===== src/rtl/supply_seq_pkg.sv =====
package supply_seq_pkg;
  typedef enum logic [1:0] {
    PH_IDLE   = 2'd0,
    PH_CHARGE = 2'd1,
    PH_RUN    = 2'd2,
    PH_DRAIN  = 2'd3
  } phase_t;
endpackage


===== src/rtl/seq_guard.sv =====
module seq_guard (
  input  logic clk,
  input  logic rst_n,
  input  logic br_low,
  input  logic br_high,
  input  logic temp_hot,
  input  logic temp_cool,
  output logic block_o
);
  logic bo_q, bo_d, th_q, th_d;

  always_comb begin
    bo_d = bo_q;
    if (br_low)        bo_d = 1'b1;
    else if (br_high)  bo_d = 1'b0;
    th_d = th_q;
    if (temp_hot)      th_d = 1'b1;
    else if (temp_cool) th_d = 1'b0;
  end

  always_ff @(posedge clk or negedge rst_n) begin
    if (!rst_n) begin
      bo_q <= 1'b1;
      th_q <= 1'b0;
    end else begin
      bo_q <= bo_d;
      th_q <= th_d;
    end
  end

  assign block_o = bo_q | th_q;

  assert_brownout_sets_R7: assert property (@(posedge clk) disable iff (!rst_n)
    br_low |=> bo_q);
  assert_thermal_sets_R8: assert property (@(posedge clk) disable iff (!rst_n)
    temp_hot |=> th_q);
endmodule


===== src/rtl/seq_ramp.sv =====
module seq_ramp #(
  parameter int SS_CYCLES = 850000,
  parameter int CODE_W    = 4
) (
  input  logic              clk,
  input  logic              rst_n,
  input  logic              run_i,
  output logic [CODE_W-1:0] code_o
);
  localparam int CODE_MAX = (1 << CODE_W) - 1;
  localparam int STEP_RAW = SS_CYCLES / CODE_MAX;
  localparam int STEP     = (STEP_RAW < 1) ? 1 : STEP_RAW;
  localparam int CNT_W    = $clog2(STEP + 1);
  localparam logic [CODE_W-1:0] MAXC = CODE_W'(CODE_MAX);
  localparam logic [CNT_W-1:0]  LAST = CNT_W'(STEP - 1);

  logic [CNT_W-1:0]  cnt_q, cnt_d;
  logic [CODE_W-1:0] code_q, code_d;
  logic              cnt_en;

  assign cnt_en = run_i && (code_q != MAXC);

  always_comb begin
    cnt_d  = cnt_q;
    code_d = code_q;
    if (!run_i) begin
      cnt_d  = '0;
      code_d = '0;
    end else if (cnt_en) begin
      if (cnt_q == LAST) begin
        cnt_d  = '0;
        code_d = code_q + 1'b1;
      end else begin
        cnt_d = cnt_q + 1'b1;
      end
    end
  end

  always_ff @(posedge clk or negedge rst_n) begin
    if (!rst_n) begin
      cnt_q  <= '0;
      code_q <= '0;
    end else begin
      cnt_q  <= cnt_d;
      code_q <= code_d;
    end
  end

  assign code_o = run_i ? code_q : '0;

  assert_ramp_monotonic_R6: assert property (@(posedge clk) disable iff (!rst_n)
    (run_i && $past(run_i)) |-> (code_o >= $past(code_o)));
  assert_ramp_starts_zero_R9: assert property (@(posedge clk) disable iff (!rst_n)
    $rose(run_i) |-> (code_o == '0));
endmodule


===== src/rtl/seq_fsm.sv =====
module seq_fsm
  import supply_seq_pkg::*;
(
  input  logic clk,
  input  logic rst_n,
  input  logic bulk_ok,
  input  logic vdd_above_on,
  input  logic vdd_below_off,
  input  logic vdd_below_rst,
  input  logic fault_req,
  output phase_t phase_o,
  output logic fault_o,
  output logic slow_o
);
  phase_t ph_q, ph_d;
  logic   flt_q, flt_d, slow_q, slow_d;

  always_comb begin
    ph_d   = ph_q;
    flt_d  = flt_q;
    slow_d = slow_q;
    unique case (ph_q)
      PH_IDLE:   if (bulk_ok) ph_d = PH_CHARGE;
      PH_CHARGE: begin
        if (vdd_above_on) begin
          ph_d   = PH_RUN;
          slow_d = 1'b0;
        end else if (!bulk_ok) begin
          ph_d = PH_IDLE;
        end
      end
      PH_RUN: begin
        if (vdd_below_off) begin
          ph_d   = PH_DRAIN;
          slow_d = flt_q | fault_req;
          flt_d  = 1'b0;
        end else if (fault_req) begin
          flt_d = 1'b1;
        end
      end
      PH_DRAIN:  if (vdd_below_rst) ph_d = bulk_ok ? PH_CHARGE : PH_IDLE;
      default:   ph_d = PH_IDLE;
    endcase
  end

  always_ff @(posedge clk or negedge rst_n) begin
    if (!rst_n) begin
      ph_q   <= PH_IDLE;
      flt_q  <= 1'b0;
      slow_q <= 1'b0;
    end else begin
      ph_q   <= ph_d;
      flt_q  <= flt_d;
      slow_q <= slow_d;
    end
  end

  assign phase_o = ph_q;
  assign fault_o = flt_q;
  assign slow_o  = slow_q;

  assert_run_from_charge_R3: assert property (@(posedge clk) disable iff (!rst_n)
    (ph_q == PH_RUN && $past(ph_q) != PH_RUN) |-> ($past(ph_q) == PH_CHARGE && $past(vdd_above_on)));
  assert_drain_waits_R4: assert property (@(posedge clk) disable iff (!rst_n)
    ($past(ph_q) == PH_DRAIN && !$past(vdd_below_rst)) |-> (ph_q == PH_DRAIN));
  assert_fault_cleared_R5: assert property (@(posedge clk) disable iff (!rst_n)
    (ph_q == PH_DRAIN) |-> !flt_q);
endmodule


===== src/rtl/supply_start_seq.sv =====
module supply_start_seq
  import supply_seq_pkg::*;
#(
  parameter int SS_CYCLES = 850000,
  parameter int CODE_W    = 4
) (
  input  logic              clk,
  input  logic              rst_n,
  input  logic              bulk_ok,
  input  logic              vdd_above_on,
  input  logic              vdd_below_off,
  input  logic              vdd_below_rst,
  input  logic              br_low,
  input  logic              br_high,
  input  logic              temp_hot,
  input  logic              temp_cool,
  input  logic              fault_req,
  output logic              charger_en,
  output logic              slow_charge,
  output logic              switch_en,
  output logic [CODE_W-1:0] ilim_code
);
  phase_t phase;
  logic   fault_l, blocked;

  seq_fsm u_fsm (
    .clk, .rst_n, .bulk_ok, .vdd_above_on, .vdd_below_off, .vdd_below_rst,
    .fault_req, .phase_o(phase), .fault_o(fault_l), .slow_o(slow_charge)
  );

  seq_guard u_guard (
    .clk, .rst_n, .br_low, .br_high, .temp_hot, .temp_cool, .block_o(blocked)
  );

  assign charger_en = (phase == PH_CHARGE) && bulk_ok;
  assign switch_en  = (phase == PH_RUN) && !blocked && !fault_l;

  seq_ramp #(.SS_CYCLES(SS_CYCLES), .CODE_W(CODE_W)) u_ramp (
    .clk, .rst_n, .run_i(switch_en), .code_o(ilim_code)
  );

  assert_no_overlap_R3: assert property (@(posedge clk) disable iff (!rst_n)
    !(charger_en && switch_en));
  assert_charger_needs_bulk_R2: assert property (@(posedge clk) disable iff (!rst_n)
    charger_en |-> bulk_ok);
  assert_fault_stops_R5: assert property (@(posedge clk) disable iff (!rst_n)
    ($past(fault_req) && $past(switch_en) && !$past(vdd_below_off)) |-> !switch_en);
endmodule


===== config.mk =====
export PLATFORM = sky130hd
export DESIGN_NAME = supply_start_seq
export DESIGN_NICKNAME = d
export VERILOG_FILES = /design/src/rtl/supply_seq_pkg.sv /design/src/rtl/seq_guard.sv /design/src/rtl/seq_ramp.sv /design/src/rtl/seq_fsm.sv /design/src/rtl/supply_start_seq.sv
export SDC_FILE = /design/constraint.sdc
export NUM_CORES = 1
export LEC_CHECK = 0
export CAP_MARGIN = 20
export CORE_ASPECT_RATIO = 0.75
export CORE_MARGIN = 2
export CORE_UTILIZATION = 35
export DETAILED_ROUTE_END_ITERATION = 8
export PLACE_DENSITY_LB_ADDON = 0.08
export SETUP_SLACK_MARGIN = 0.15
export SYNTH_ARGS = -nofsm -noshare
export SYNTH_HDL_FRONTEND = slang
export SYNTH_SLANG_ARGS = --single-unit

===== constraint.sdc =====
create_clock -name clk -period 3.32 [get_ports clk]
set_input_delay 0.332 -clock clk [delete_from_list [all_inputs] [get_ports clk]]
set_output_delay 0.332 -clock clk [all_outputs]
set_load 0.005 [all_outputs]

==> flow_metrics.tcl <==
set metrics [dict create \
    placement.io_buffers 17 \
    grt_first_pass_wirelength_um 6060 \
    mostFrequentLayoutCell "sky130_fd_sc_hd__dfrtp_1" \
    total_nets_final 193 \
    final_gp_congestion 0.856 \
    fp-row-count 20 \
    vias_in_the_first_global_route 1221 \
    final_setup_tns_ps 0 \
    power_density_nw_per_um2 401 \
    slew-limit-headroom_pct 60.5 \
    wl_um 3630 \
    use_met2_pct 24.2 \
    globalRouteMet3Util_pct 3.93 \
    layout_min_cycle_time_ps 3000 \
    timing.critical_path.depth 5 \
    finalSetupViolations 0 \
    overflow 0 \
    synth_sequential_area_ratio_pct 44.2 \
    rr_endpoint "u_ramp.code_q[3]$_DFFE_PN0P_" \
    h-tree-depth 1 \
    floorplan.die.width_um 79.0 \
    insertedDiodeCount 0 \
    cp-start-kind "register" \
    num_vias 1329 \
    cts.sinks 26 \
    dieArea_sq_um 4760 \
    cp_num_buf_inv 2 \
    initial_antenna_violation_count 0 \
    count_of_fill_cells_added_during_filler_insertion 421 \
    drtAntennaViolNets 0 \
    design.portCount 18 \
    drt_iter0_markers 92 \
    clk-insertion-delay-late_ps 280 \
    holdCritPathClass "in2async" \
    path_max_fanout 11 \
    drive_gt1_share_pct 8.99 \
    cp.arrival_ps 2670 \
    whs_ps 420 \
    r2r_cells 4 \
    tritoncts "yes" \
    clk_root_buffer_cell "sky130_fd_sc_hd__clkbuf_8" \
    wire_per_inst_um 15.6 \
    finalHoldViolCount 0 \
    final_cell_mix "sky130_fd_sc_hd__dfrtp_1 (25), sky130_fd_sc_hd__a21oi_1 (18), sky130_fd_sc_hd__clkdlybuf4s50_1 (17)" \
    cts_hold_buffers 0 \
    grt.met1_usage_pct 23.9 \
    worst-slew-pin-transition_ps 587 \
    post-route-period-util_pct 90.4 \
    required_ps 2990 \
    timing_worst_setup_path_type "reg2out" \
    largest_net_degree_at_the_start_of_global_routing 27 \
    drc_errors 0 \
    timing.critical_path.slowest_cell_delay_ps 730 \
    drv_cap 0 \
    synth-warning-count 0 \
    synth_cell_types 40 \
    grt_util_all_layers_pct 16.3 \
    grt_setup_unrepaired "false" \
    cts_buffer_depth 2 \
    cp_slowest_cell "sky130_fd_sc_hd__or4b_2" \
    critPathTopFamily "simple AND/OR/NAND/NOR gates" \
    syn_avg_cell_area_sq_um 9.11 \
    clk_pin_slew_worst_paths_ps 100 \
    syn-instance-count 162 \
    grt.busiest_layer "met2" \
    design.core.area_sq_um 4050 \
    post_cts_buffers 0 \
    critical_path_sink_type "primary output" \
    power.leakage_nw 0.620 \
    detailed_place_hpwl_um 2510 \
    ff2ff_setup_slack_ps 980 \
    max_freq_ghz 0.333 \
    rr_startpoint "u_ramp.cnt_q[9]$_DFFE_PN0P_" \
    max-vdd-ir-drop_uv 283 \
    initial_utilization_pct 36.4 \
    area_growth_syn_to_layout_pct 18.9 \
    post_drt_via_cell_ratio 5.70 \
    worst_clock_skew_ps 10.1 \
    drv_slew 0 \
    synth.cell_area_sq_um 1480 \
    postSynthNetCount 176 \
    run_status "finished, final reports clean" \
    synth-seq-cells 26 \
    drtPass1Iterations 4 \
    floorplan.die.height_um 60.2 \
    cts_made_buffers 3 \
    crit_path_cell_trace "or4b_2 > or2_2 > clkinvlp_4 > and2_1 > clkdlybuf4s50_1" \
]
worst max path at each step:
stage	start	end	slack, ps
after detailed placement	u_fsm.phase_o[0]$_DFFE_PN0P_	ilim_code[1]	510
after global placement	u_fsm.phase_o[0]$_DFFE_PN0P_	ilim_code[1]	570
final	u_fsm.phase_o[0]$_DFFE_PN0P_	ilim_code[1]	320
after CTS	u_fsm.phase_o[0]$_DFFE_PN0P_	ilim_code[1]	200
after global routing	u_fsm.phase_o[0]$_DFFE_PN0P_	ilim_code[1]	200
after floorplan	u_fsm.phase_o[0]$_DFFE_PN0P_	ilim_code[0]	1120
power breakdown:
group	switching [mW]	internal [mW]	total [mW]
Combinational	0.0495	0.0563	0.106
Sequential	0.0365	0.344	0.380
Clock	0.111	0.106	0.218
Total	0.197	0.507	0.704
Yosys cell counts (all sizes together):
library cell | n | area share (%)
dfrtp | 25 | 42
a21oi | 18 | 6.1
nand2 | 16 | 4.1
inv | 10 | 2.5
o31ai | 9 | 4.6
nor2 | 8 | 2.0
or4 | 8 | 4.3
nand3 | 7 | 2.7
o21ai | 6 | 2.3
buf | 5 | 1.8
o41ai | 5 | 3.0
or4b | 5 | 3.4
nand4 | 4 | 1.7
and2 | 3 | 1.3
and3 | 3 | 1.3
ha | 3 | 2.5
nor3 | 3 | 1.0
nor4 | 3 | 1.3
a21o | 2 | 1.0
a32oi | 2 | 1.2
clkbuf | 2 | 0.51
nand4b | 2 | 1.2
or3 | 2 | 0.85
a211oi | 1 | 0.51
a311oi | 1 | 0.59
dfstp | 1 | 1.8
nor2b | 1 | 0.42
nor3b | 1 | 0.51
o211ai | 1 | 0.51
o21a | 1 | 0.51
o22ai | 1 | 0.42
or2 | 1 | 0.42
or4bb | 1 | 0.76
xnor2 | 1 | 0.59
flip-flops by register name, summed over array words and instances, names as in the netlist, named ones only:
register	count
u_fsm.slow_o	1
u_fsm.fault_o	1
u_fsm.phase_o	1
u_ramp.code_q	4
u_guard.bo_q	1
u_ramp.cnt_q	16
u_guard.th_q	1
per-layer routing:
| metal | vias up | wire [um] |
|---|---|---|
| met4 | 0 | 30 |
| li1 | 649 | - |
| met3 | 4 | 126 |
| met2 | 23 | 1610 |
| met1 | 653 | 1860 |
| met5 | - | 0 |
area by class of cell:
class | instances | area, sq um | share of cell area (%)
Sequential cell | 26 | 652 | 37.1
Clock buffer | 4 | 55.1 | 3.14
Inverter | 10 | 41.3 | 2.35
Tap cell | 55 | 68.8 | 3.92
Multi-Input combinational cell | 119 | 753 | 42.9
Timing Repair Buffer | 19 | 185 | 10.5
through the flow:
| stage | worst slack, ps | area [sq um] | std cells | power, mW | util (%) |
|---|---|---|---|---|---|
| after floorplan | 1120 | 1480 | 162 | 0.434 | - |
| after global routing | 203 | 1760 | 233 | 0.740 | 43.3 |
| after global placement | 572 | 1700 | 229 | 0.493 | 41.9 |
| after detailed placement | 515 | 1700 | 229 | 0.493 | 41.9 |
| final | 319 | 1760 | 233 | 0.704 | 43.3 |
| after CTS | 202 | 1750 | 233 | 0.710 | 43.2 |
worst register-to-register path, delay by kind of cell (launching register included):
family | cells | cell delay, ps
DFF | 1 | 430
and+or+nand+nor | 4 | 1820
timing repair:
| action | in CTS | in global routing |
|---|---|---|
| endpoints found under the setup margin | 0 | 3 |
| hold endpoints to repair | 0 | 0 |
| gates resized for setup | 0 | 1 |
cell families (layout without fill, tap and decap cells):
logic type / Yosys count / in the layout / share of synthesized area [%]
XOR/XNOR: 1 / 1 / 0.593
buffers and inverters: 17 / 33 / 4.83
adder cells (fa/ha/maj): 3 / 3 / 2.54
AND/OR/NAND/NOR: 68 / 68 / 27.2
AO/OA/AOI/OAI: 47 / 47 / 20.7
flip-flops: 26 / 26 / 44.2
Note: power is estimated with default switching activity, not from simulation.
